[src/rtl/l1lat_pkg.sv]
package l1lat_pkg;

  typedef enum logic [1:0] {
    LK_HIT      = 2'd0,
    LK_MISS     = 2'd1,
    LK_HIT_RSV  = 2'd2,
    LK_RSV_FAIL = 2'd3
  } lkResult_e;

  typedef enum logic [1:0] {
    STALL_NONE = 2'd0,
    STALL_BANK = 2'd1,
    STALL_COAL = 2'd2
  } stall_e;

  // strobes from issue control to the datapath
  typedef struct packed {
    logic   loadTake;
    stall_e stall;
  } issueStrb_t;

endpackage

[src/rtl/l1BankLine.sv]
module l1BankLine
  import l1lat_pkg::*;
#(
  parameter int ADDR_W  = 32,
  parameter int LATENCY = 1
) (
  input  logic              clk,
  input  logic              rstN,
  input  logic              wrEn,
  input  logic [ADDR_W-1:0] wrAddr,
  input  logic              wrStore,
  input  lkResult_e         headResult,
  output logic              tailBusy,
  output logic              headValid,
  output logic [ADDR_W-1:0] headAddr,
  output logic              headStore,
  output logic              retire
);

  logic [LATENCY-1:0] slotV, nV;
  logic [ADDR_W-1:0]  slotA [LATENCY];
  logic [ADDR_W-1:0]  nA    [LATENCY];
  logic               slotS [LATENCY];
  logic               nS    [LATENCY];

  assign headValid = slotV[0];
  assign headAddr  = slotA[0];
  assign headStore = slotS[0];
  assign tailBusy  = slotV[LATENCY-1];
  assign retire    = slotV[0] && (headResult != LK_RSV_FAIL);

  always_comb begin
    nV = slotV;
    for (int s = 0; s < LATENCY; s++) begin
      nA[s] = slotA[s];
      nS[s] = slotS[s];
    end
    if (retire) nV[0] = 1'b0;
    // close bubbles: each empty stage pulls from the one behind it
    for (int s = 0; s < LATENCY - 1; s++) begin
      if (!nV[s]) begin
        nV[s]   = nV[s+1];
        nA[s]   = nA[s+1];
        nS[s]   = nS[s+1];
        nV[s+1] = 1'b0;
      end
    end
    if (wrEn) begin
      nV[LATENCY-1] = 1'b1;
      nA[LATENCY-1] = wrAddr;
      nS[LATENCY-1] = wrStore;
    end
  end

  always_ff @(posedge clk or negedge rstN) begin
    if (!rstN) begin
      slotV <= '0;
      for (int s = 0; s < LATENCY; s++) begin
        slotA[s] <= '0;
        slotS[s] <= 1'b0;
      end
    end else begin
      slotV <= nV;
      for (int s = 0; s < LATENCY; s++) begin
        slotA[s] <= nA[s];
        slotS[s] <= nS[s];
      end
    end
  end

  // issue only lands in a tail that was free
  a_r4_tail_free: assert property (@(posedge clk) disable iff (!rstN)
    wrEn |-> !tailBusy);

  // a failed reservation keeps the same request at the head
  a_r7_rsvfail_hold: assert property (@(posedge clk) disable iff (!rstN)
    (headValid && headResult == LK_RSV_FAIL) |=> (headValid && headAddr == $past(headAddr)));

  // collapsing never loses or invents a request
  a_r8_occupancy: assert property (@(posedge clk) disable iff (!rstN)
    rstN |=> ($countones(slotV) ==
              $countones($past(slotV)) + int'($past(wrEn)) - int'($past(retire))));

endmodule

[src/rtl/l1IssueCtrl.sv]
module l1IssueCtrl
  import l1lat_pkg::*;
#(
  parameter int ADDR_W       = 32,
  parameter int NBANKS       = 1,
  parameter int QDEPTH       = 8,
  parameter int SECTOR_MODE  = 1,
  parameter int SECTOR_BYTES = 32,
  parameter int LINE_BYTES   = 128,
  localparam int CNT_W  = $clog2(QDEPTH + 1),
  localparam int SEL_W  = (NBANKS > 1) ? $clog2(NBANKS) : 1
) (
  input  logic                     clk,
  input  logic                     rstN,
  input  logic                     loadValid,
  input  logic [CNT_W-1:0]         qCount,
  input  logic [NBANKS*ADDR_W-1:0] backAddrFlat,
  input  logic [NBANKS-1:0]        tailBusy,
  output issueStrb_t               strb,
  output logic [CNT_W-1:0]         popCnt,
  output logic [NBANKS-1:0]        bankWr,
  output logic [NBANKS*SEL_W-1:0]  bankSelFlat
);

  localparam int SHIFT = (SECTOR_MODE != 0) ? $clog2(SECTOR_BYTES) : $clog2(LINE_BYTES);

  function automatic logic [SEL_W-1:0] bankOf(input logic [ADDR_W-1:0] a);
    logic [ADDR_W-1:0] sh;
    sh = a >> SHIFT;
    return sh[SEL_W-1:0] & SEL_W'(NBANKS - 1);
  endfunction

  logic             conflict;
  logic             stop;
  logic [SEL_W-1:0] bk;
  logic [CNT_W-1:0] remaining;

  // walk the back of the queue, one candidate per possible bank
  always_comb begin
    bankWr      = '0;
    bankSelFlat = '0;
    popCnt      = '0;
    conflict    = 1'b0;
    stop        = 1'b0;
    bk          = '0;
    for (int j = 0; j < NBANKS; j++) begin
      if (!stop && (j < int'(qCount))) begin
        bk = bankOf(backAddrFlat[j*ADDR_W +: ADDR_W]);
        if (tailBusy[bk] || bankWr[bk]) begin
          conflict = 1'b1;
          stop     = 1'b1;
        end else begin
          bankWr[bk] = 1'b1;
          bankSelFlat[int'(bk)*SEL_W +: SEL_W] = SEL_W'(j);
          popCnt = popCnt + CNT_W'(1);
        end
      end
    end
  end

  assign remaining     = qCount - popCnt;
  assign strb.loadTake = loadValid && (qCount == '0);
  assign strb.stall    = conflict ? STALL_BANK
                       : (remaining != '0) ? STALL_COAL : STALL_NONE;

  // an empty queue never reports a stall
  a_r5_empty_no_stall: assert property (@(posedge clk) disable iff (!rstN)
    (qCount == '0) |-> (strb.stall == STALL_NONE));

  // one write per issued access, never more than pending
  a_r3_pop_bound: assert property (@(posedge clk) disable iff (!rstN)
    (popCnt <= qCount) && ($countones(bankWr) == int'(popCnt)));

endmodule

[src/rtl/l1AccessDatapath.sv]
module l1AccessDatapath
  import l1lat_pkg::*;
#(
  parameter int ADDR_W       = 32,
  parameter int SIZE_W       = 8,
  parameter int NBANKS       = 1,
  parameter int QDEPTH       = 8,
  parameter int LATENCY      = 1,
  parameter int SECTOR_MODE  = 1,
  parameter int SECTOR_BYTES = 32,
  localparam int CNT_W = $clog2(QDEPTH + 1),
  localparam int SEL_W = (NBANKS > 1) ? $clog2(NBANKS) : 1,
  localparam int ACK_W = SIZE_W + SEL_W + 1
) (
  input  logic                     clk,
  input  logic                     rstN,
  input  logic [CNT_W-1:0]         loadCount,
  input  logic [QDEPTH*ADDR_W-1:0] loadAddrFlat,
  input  logic [QDEPTH-1:0]        loadStoreVec,
  input  logic [QDEPTH*SIZE_W-1:0] loadSizeFlat,
  input  issueStrb_t               strb,
  input  logic [CNT_W-1:0]         popCnt,
  input  logic [NBANKS-1:0]        bankWr,
  input  logic [NBANKS*SEL_W-1:0]  bankSelFlat,
  input  logic [2*NBANKS-1:0]      lookupResultFlat,
  output logic [CNT_W-1:0]         qCount,
  output logic [NBANKS*ADDR_W-1:0] backAddrFlat,
  output logic [NBANKS-1:0]        tailBusy,
  output logic [NBANKS-1:0]        lookupValid,
  output logic [NBANKS*ADDR_W-1:0] lookupAddrFlat,
  output logic [NBANKS-1:0]        lookupStore,
  output logic [NBANKS-1:0]        retire,
  output logic [ACK_W-1:0]         ackInc
);

  localparam int SEC_SHIFT = $clog2(SECTOR_BYTES);

  logic [ADDR_W-1:0] qAddr  [QDEPTH];
  logic              qStore [QDEPTH];
  logic [SIZE_W-1:0] qSize  [QDEPTH];

  logic [ADDR_W-1:0] wrAddr  [NBANKS];
  logic              wrStore [NBANKS];
  logic [SIZE_W-1:0] wrSize  [NBANKS];

  // pending-access queue
  always_ff @(posedge clk or negedge rstN) begin
    if (!rstN) begin
      qCount <= '0;
      for (int i = 0; i < QDEPTH; i++) begin
        qAddr[i]  <= '0;
        qStore[i] <= 1'b0;
        qSize[i]  <= '0;
      end
    end else if (strb.loadTake) begin
      qCount <= (int'(loadCount) > QDEPTH) ? CNT_W'(QDEPTH) : loadCount;
      for (int i = 0; i < QDEPTH; i++) begin
        qAddr[i]  <= loadAddrFlat[i*ADDR_W +: ADDR_W];
        qStore[i] <= loadStoreVec[i];
        qSize[i]  <= loadSizeFlat[i*SIZE_W +: SIZE_W];
      end
    end else begin
      qCount <= qCount - popCnt;
    end
  end

  // candidates seen by control, back entry first
  always_comb begin
    backAddrFlat = '0;
    for (int j = 0; j < NBANKS; j++) begin
      if (j < int'(qCount)) backAddrFlat[j*ADDR_W +: ADDR_W] = qAddr[int'(qCount) - 1 - j];
    end
  end

  // per-bank write data selected by the control's strobes
  always_comb begin
    int ix;
    ix = 0;
    for (int b = 0; b < NBANKS; b++) begin
      wrAddr[b]  = '0;
      wrStore[b] = 1'b0;
      wrSize[b]  = '0;
      if (bankWr[b]) begin
        ix = int'(qCount) - 1 - int'(bankSelFlat[b*SEL_W +: SEL_W]);
        if (ix >= 0) begin
          wrAddr[b]  = qAddr[ix];
          wrStore[b] = qStore[ix];
          wrSize[b]  = qSize[ix];
        end
      end
    end
  end

  always_comb begin
    ackInc = '0;
    for (int b = 0; b < NBANKS; b++) begin
      if (bankWr[b] && wrStore[b]) begin
        if (SECTOR_MODE != 0) ackInc = ackInc + ACK_W'(wrSize[b] >> SEC_SHIFT);
        else                  ackInc = ackInc + ACK_W'(1);
      end
    end
  end

  for (genvar b = 0; b < NBANKS; b++) begin : gBank
    l1BankLine #(
      .ADDR_W (ADDR_W),
      .LATENCY(LATENCY)
    ) uLine (
      .clk       (clk),
      .rstN      (rstN),
      .wrEn      (bankWr[b]),
      .wrAddr    (wrAddr[b]),
      .wrStore   (wrStore[b]),
      .headResult(lkResult_e'(lookupResultFlat[2*b +: 2])),
      .tailBusy  (tailBusy[b]),
      .headValid (lookupValid[b]),
      .headAddr  (lookupAddrFlat[b*ADDR_W +: ADDR_W]),
      .headStore (lookupStore[b]),
      .retire    (retire[b])
    );
  end

  // outside a load the count only falls by what was issued
  a_r10_count_drop: assert property (@(posedge clk) disable iff (!rstN)
    !strb.loadTake |=> (qCount == $past(qCount) - $past(popCnt)));

  // a load is only taken into an empty queue
  a_r10_load_empty: assert property (@(posedge clk) disable iff (!rstN)
    strb.loadTake |-> (qCount == '0));

endmodule

[src/rtl/l1BankedLatency.sv]
module l1BankedLatency
  import l1lat_pkg::*;
#(
  parameter int ADDR_W       = 32,
  parameter int SIZE_W       = 8,
  parameter int NBANKS       = 1,
  parameter int LATENCY      = 1,
  parameter int QDEPTH       = 8,
  parameter int SECTOR_MODE  = 1,
  parameter int SECTOR_BYTES = 32,
  parameter int LINE_BYTES   = 128,
  localparam int CNT_W = $clog2(QDEPTH + 1),
  localparam int SEL_W = (NBANKS > 1) ? $clog2(NBANKS) : 1,
  localparam int ACK_W = SIZE_W + SEL_W + 1
) (
  input  logic                     clk,
  input  logic                     rstN,
  input  logic                     loadValid,
  input  logic [CNT_W-1:0]         loadCount,
  input  logic [QDEPTH*ADDR_W-1:0] loadAddr,
  input  logic [QDEPTH-1:0]        loadStore,
  input  logic [QDEPTH*SIZE_W-1:0] loadSize,
  output logic                     queueEmpty,
  output logic [1:0]               stallCode,
  output logic [NBANKS-1:0]        lookupValid,
  output logic [NBANKS*ADDR_W-1:0] lookupAddr,
  output logic [NBANKS-1:0]        lookupStore,
  input  logic [2*NBANKS-1:0]      lookupResult,
  output logic [NBANKS-1:0]        retire,
  output logic [ACK_W-1:0]         ackInc
);

  issueStrb_t              strb;
  logic [CNT_W-1:0]        qCount;
  logic [CNT_W-1:0]        popCnt;
  logic [NBANKS-1:0]       bankWr;
  logic [NBANKS*SEL_W-1:0] bankSel;
  logic [NBANKS*ADDR_W-1:0] backAddr;
  logic [NBANKS-1:0]       tailBusy;

  l1IssueCtrl #(
    .ADDR_W      (ADDR_W),
    .NBANKS      (NBANKS),
    .QDEPTH      (QDEPTH),
    .SECTOR_MODE (SECTOR_MODE),
    .SECTOR_BYTES(SECTOR_BYTES),
    .LINE_BYTES  (LINE_BYTES)
  ) uCtrl (
    .clk         (clk),
    .rstN        (rstN),
    .loadValid   (loadValid),
    .qCount      (qCount),
    .backAddrFlat(backAddr),
    .tailBusy    (tailBusy),
    .strb        (strb),
    .popCnt      (popCnt),
    .bankWr      (bankWr),
    .bankSelFlat (bankSel)
  );

  l1AccessDatapath #(
    .ADDR_W      (ADDR_W),
    .SIZE_W      (SIZE_W),
    .NBANKS      (NBANKS),
    .QDEPTH      (QDEPTH),
    .LATENCY     (LATENCY),
    .SECTOR_MODE (SECTOR_MODE),
    .SECTOR_BYTES(SECTOR_BYTES)
  ) uData (
    .clk             (clk),
    .rstN            (rstN),
    .loadCount       (loadCount),
    .loadAddrFlat    (loadAddr),
    .loadStoreVec    (loadStore),
    .loadSizeFlat    (loadSize),
    .strb            (strb),
    .popCnt          (popCnt),
    .bankWr          (bankWr),
    .bankSelFlat     (bankSel),
    .lookupResultFlat(lookupResult),
    .qCount          (qCount),
    .backAddrFlat    (backAddr),
    .tailBusy        (tailBusy),
    .lookupValid     (lookupValid),
    .lookupAddrFlat  (lookupAddr),
    .lookupStore     (lookupStore),
    .retire          (retire),
    .ackInc          (ackInc)
  );

  assign queueEmpty = (qCount == '0);
  assign stallCode  = strb.stall;

endmodule

[config.mk]
export PLATFORM = sky130hd
export DESIGN_NAME = l1BankedLatency
export DESIGN_NICKNAME = d
export VERILOG_FILES = /design/src/rtl/l1lat_pkg.sv /design/src/rtl/l1BankLine.sv /design/src/rtl/l1IssueCtrl.sv /design/src/rtl/l1AccessDatapath.sv /design/src/rtl/l1BankedLatency.sv
export SDC_FILE = /design/constraint.sdc
export NUM_CORES = 1
export LEC_CHECK = 0
export ABC_AREA = 1
export BUFFER_PORTS_ARGS = -buffer_cell sky130_fd_sc_hd__buf_2
export CAP_MARGIN = 25
export CORE_ASPECT_RATIO = 1.25
export CORE_MARGIN = 2
export CORE_UTILIZATION = 49
export CTS_CLUSTER_DIAMETER = 60
export DETAILED_ROUTE_END_ITERATION = 7
export PLACE_DENSITY = 0.76
export SYNTH_ARGS = -nofsm -noshare
export SYNTH_HDL_FRONTEND = slang
export SYNTH_SLANG_ARGS = --single-unit
[constraint.sdc]
create_clock -name clk -period 3.65 [get_ports clk]
set_clock_uncertainty 0.15 [all_clocks]
set_input_delay 0.9125 -clock clk [delete_from_list [all_inputs] [get_ports clk]]
set_output_delay 0.9125 -clock clk [all_outputs]
set_load 0.05 [all_outputs]
; ---- After elaboration in Yosys (flattened, before gate mapping)
; Cells that the tools add are included.
[op_classes]
addsub = 2
n_mul = 0
div = 0
n_lt_le_gt_ge = 4
n_eq_ne = 1
shifts = 0
mux = 27
bitwise = 1
reduce_logical = 6
[op_table]
columns = op, count
row1 = $bmux 32 s3, 1
row2 = $mux 32, 3
row3 = $ge 32x1->1 const B, 1
row4 = $ge 32x4->1 const B, 1
row5 = $mux 8, 4
row6 = $not 32->32, 1
row7 = $bmux 8 s3, 1
row8 = $mux 1, 12
row9 = $mux 4, 2
row10 = $sub 4x1->5 const B, 1
row11 = $gt 4x4->1 const B, 1
row12 = $logic_not 4->1, 1
row13 = $lt 1x4->1 const A, 1
row14 = $mux 2, 2
row15 = $reduce_bool 4->1, 1
row16 = $sub 4x1->4, 1
row17 = $bmux 1 s3, 1
row18 = $logic_and 1x1->1, 3
row19 = $mux 3, 1
row20 = $ne 2x2->1 const B, 1
row21 = $reduce_bool 2->1, 1
[totals]
reg_bits = 366
latch_bits = 0
mem_bits_rw = 0
rom_bits = 0
input_bits = 337
output_inout_bits = 48
word_cells = 69
n_memories = 0

; ---- Depth between registers and ports, before layout
[depth]
ltp_word = 9
ltp_mapped = 15
mapped_depth_nobuf = 10

; ---- Modules after synthesis
; Synthesis repeated with hierarchy kept, for this count alone.
[hier_totals]
hier_cells = 2424
hier_area_um2 = 17583.1
[modules_own_cells]
columns = mod, instances, cells_per_inst, area_per_inst_um2
row1 = l1AccessDatapath, 1, 2249, 16061.7
row2 = l1BankLine, 1, 145, 1355.0
row3 = l1IssueCtrl, 1, 23, 140.1
row4 = l1BankedLatency, 1, 7, 26.3

; ---- Least setup slack after synthesis
; No wires, ideal clock.
[synth_timing]
kind = register -> output
start = reg uData.qCount[0]
end = out ackInc[1]
arrival_time_ns = 2.540
required_time_ns = 2.588
path_slack_ns = 0.048
path_stages_with_launch = 12
cell_sequence = dfrtp_1 -> buf_2 -> inv_1 -> buf_2 -> buf_2 -> ha_1 -> clkinv_1 -> clkbuf_1 -> nand3_1 -> nand3_1 -> nand3_1 -> nor2_1
[synth_via]
elab_chain_len = 9
elab_cells_between_ends = 17
classes_between = 1 x add/sub / 2 x order compare / 12 x mux / 1 x bitwise / 1 x reduce/logical
[synth_lines]
columns = element, line_no
row1 = "start, declared", l1AccessDatapath.sv:26  ; output logic [CNT_W-1:0] qCount,
row2 = "start signal, assigned", l1AccessDatapath.sv:56  ; qCount <= (int'(loadCount) > QDEPTH) ? CNT_W'(QDEPTH) : loadCount;
row3 = "start signal, assigned", l1AccessDatapath.sv:63  ; qCount <= qCount - popCnt;
row4 = "parallel branches: the longest is 8 deep, another holds $ge 32x1->1", --
row5 = $mux 3 (*), l1AccessDatapath.sv:97  ; if (bankWr[b] && wrStore[b]) begin
row6 = "end, declared", l1BankedLatency.sv:30  ; output logic [ACK_W-1:0] ackInc
; Mark *: on every way between the ends. The select of a mux whose other input is x is not followed.

; ---- Worst setup path in the final report
[layout_timing]
start = reg uData.qCount[0]
end = out stallCode[1]
[layout_via]
elab_chain_len = 6
elab_cells_between_ends = 7
classes_between = 1 x add/sub / 1 x order compare / 4 x mux / 1 x reduce/logical
[layout_lines]
columns = element, line_no
row1 = $lt 1x4->1, --
row2 = $mux 1, l1IssueCtrl.sv:47  ; if (!stop && (j < int'(qCount))) begin
row3 = $sub 4x1->4, --
row4 = $reduce_bool 4->1, l1IssueCtrl.sv:64  ; : (remaining != '0) ? STALL_COAL : STALL_NONE;
row5 = $mux 2, l1IssueCtrl.sv:64
row6 = $mux 2 (*), l1IssueCtrl.sv:63  ; assign strb.stall = conflict ? STALL_BANK
row7 = "end, declared", l1BankedLatency.sv:24  ; output logic [1:0] stallCode,
; Every way passes the cells marked *; elsewhere a longest branch is shown, timed or not.

==> reports/results.tsv <==
metric	value	unit
r2r-end	uData.qAddr[9]$_DFFE_PN0P_	
utilization	59.52	%
worstMarginPinSlew	622.5	ps
worstPathArrival	2490	ps
coreArea	0.03090	sq mm
end_kind	output pin	
grt_max_degree	183	
power.leakage	9.797	nW
netlist_area	0.01539	sq mm
synth_cells	2006	
initial_utilization	49.81	%
drive_gt1_share	18.87	%
hold_path_class	input port to asynchronous set/reset pin	
vias_per_cell	5.087	
drv_slew	0	
grt_antenna_before_repair	5	
critical_path.reg2reg.startpoint	uData.qCount[0]$_DFF_PN0_	
top_usage_layer	met2	
clockBufferDepth	3	
clkSlewWorstSetupHoldPaths	60	ps
clock_sinks	326	
fp.dieH	202.1	um
cp-start-kind	register	
hold_slack	178.4	ps
ys_ff_latch	326	
use_met1	33.66	%
fin_area	0.01839	sq mm
grt_first_pass_wirelength	69.72	mm
min_period	3552	ps
synth_cell_types	27	
clk_latency	520	ps
use_met2	46.40	%
power_density	1032	mW/mm^2
place_area	0.01714	sq mm
drcViolationCount	0	
nets	2623	
cp_cell_sequence	inv_6 > ha_2 > nand2_2 > nand2_2 > inv_1 > ha_1 > ha_2 > xor2_2 > nor2_2 > a21oi_2 > buf_6	
placed_cells	2647	
ys_warn_count	0	
holdBufCountCts	0	
syn2layout_area_growth	19.51	%
period_share	97.32	%
numCtsBuffers	34	
gp_congestion	0.8819	
portBuffers	337	
gr-total-overflow	0	
r2r_setup_slack	1000	ps
cts_root_buffer	clkbuf_16	
criticalPathCategory	register to output pin	
grt.total_usage	27.12	%
critPathRequiredTime	2590	ps
vdd_ir_drop_max	689.6	uV
worst_path_max_delay_cell	dfrtp_4	
fill_cells	2772	
ioPinCount	385	
yosysSeqAreaShare	53.01	%
die-area	0.03285	sq mm
final_hold_viol_count	0	
drtPass1Iterations	6	
fmax	281.5	MHz
htreeDepth	2	
fin_cells	2714	
outcome	finished, final reports clean	
rr_worst_depth	9	
wl_per_cell	16.40	um
post-dp-hpwl	29.96	mm
wirelength	44.50	mm
syn_area_per_cell	7.672	sq um
num_vias	13806	
ant_nets	0	
max_cap_viol_count	0	
cts_tree	yes	
setup_tns	0	ps
slowest_delay	520	ps
relSlewSlack	58.50	%
dieWidth	162.5	um
rows	72	
drtIter0Drc	1126	
setup_viol	0	
cp_max_fo	5	
grt_use_met3	5.028	%
grt_pass1_vias	13571	
[routing by layer]
metal | up-vias | share of wire (%)
met3 | 104 | 7.1
met5 | - | 0.097
met4 | 6 | 4.2
met2 | 543 | 49
li1 | 6718 | -
met1 | 6435 | 39
[state kept, by name, summed over array words and instances (netlist names)]
| register | count |
|---|---|
| uData.gBank.uLine.headAddr | 32 |
| uData.qStore | 8 |
| uData.qCount | 4 |
| uData.gBank.uLine.headValid | 1 |
| uData.qSize | 24 |
| uData.qAddr | 256 |
| uData.gBank.uLine.headStore | 1 |
[worst max-delay path by stage]
stage / startpoint / endpoint / cells past startpoint
floorplan: uData.qCount[0]$_DFF_PN0_ / ackInc[1] / 11
global placement: uData.qCount[0]$_DFF_PN0_ / ackInc[0] / 10
detailed placement: uData.qCount[0]$_DFF_PN0_ / ackInc[1] / 8
CTS: uData.qCount[0]$_DFF_PN0_ / ackInc[1] / 9
global route: uData.qCount[2]$_DFF_PN0_ / stallCode[1] / 10
finish: uData.qCount[0]$_DFF_PN0_ / stallCode[1] / 11
[through the flow]
step | setup WS (ps) | power [mW]
4_1_cts | 2.081 | 18.97
2_1_floorplan | 47.61 | 12.53
3_3_place_gp | 440.5 | 14.96
5_1_grt | -19.30 | 20.35
6_report | 97.72 | 18.98
3_5_place_dp | 418.8 | 15.22
[where the power goes]
part           leakage, nW  total, mW  internal (mW)  switching [mW]
clock network        0.561       3.54           2.11            1.43
logic                 5.26       9.32           2.95            6.37
registers             3.98       6.11           5.38           0.733
[placed cells by master (no fill, tap or decap), types with 2 or more instances in the layout]
cell type and count:
bufinv_16 2, o21ai_0 24, conb_1 7, inv_6 2, o211ai_1 15, diode_2 2, nand3_1 164, buf_12 7
nor2_2 2, clkbuf_16 37, clkinv_2 5, buf_6 3, o21ai_1 175, nor2_1 136, buf_2 334, nand2_2 2
dfrtp_1 325, ha_2 2, buf_4 19, clkbuf_8 6, nand2_1 831, clkbuf_1 8, inv_1 180, a21oi_1 2
[logic make-up after synthesis]
kind of cell,after synthesis,share of synthesized area (%)
other,1,0.02437
adder cells (fa/ha/maj),4,0.3252
buffers and inverters,316,9.789
AND/OR/NAND/NOR,1138,29.23
flip-flops,326,53.01
XOR/XNOR,4,0.3253
AO/OA/AOI/OAI,217,7.301
[layout make-up]
type | count | area (sq um) | area share (%)
Inverter | 184 | 714.4 | 3.884
Clock inverter | 8 | 93.84 | 0.5102
Antenna cell | 2 | 5.005 | 0.02721
Multi-Input combinational cell | 1370 | 5807 | 31.57
Clock buffer | 51 | 1039 | 5.646
Tap cell | 407 | 509.2 | 2.769
Timing Repair Buffer | 366 | 2063 | 11.22
Sequential cell | 326 | 8162 | 44.37
[cells in the mapped netlist (all sizes together)]
master	instances	area [sq um]
buf	105	711.9
o211ai	15	112.6
clkbuf	27	101.4
nor3b	1	7.510
dfrtp	326	8158
conb	1	3.750
a21oi	3	15.01
o21ai	199	996.0
nand3	164	820.8
nand2	834	3143
clkinv	1	3.750
inv	183	689.4
ha	4	50.05
nor2	139	526.8
xor2	2	25.03
xnor2	2	25.03
[worst max-delay path: cells and delay by family, from the launching register on]
family | cells | cell delay, ps
xor gates and xnor gates | 1 | 170
and+or+nand+nor | 3 | 210
DFF | 1 | 520
buffers and inverters | 3 | 310
adders and majority gates | 3 | 570
AOI/OAI and AO/OA | 1 | 170
[repair_timing]
item                                    CTS  global route
endpoints found under the setup margin    4             4
hold endpoints to repair                  0             0
gates resized for setup                   6             8
cloned                                    1             0
pin swaps                                 1             1
setup buffers                             1             4
Power figures use the tool's default switching activity.
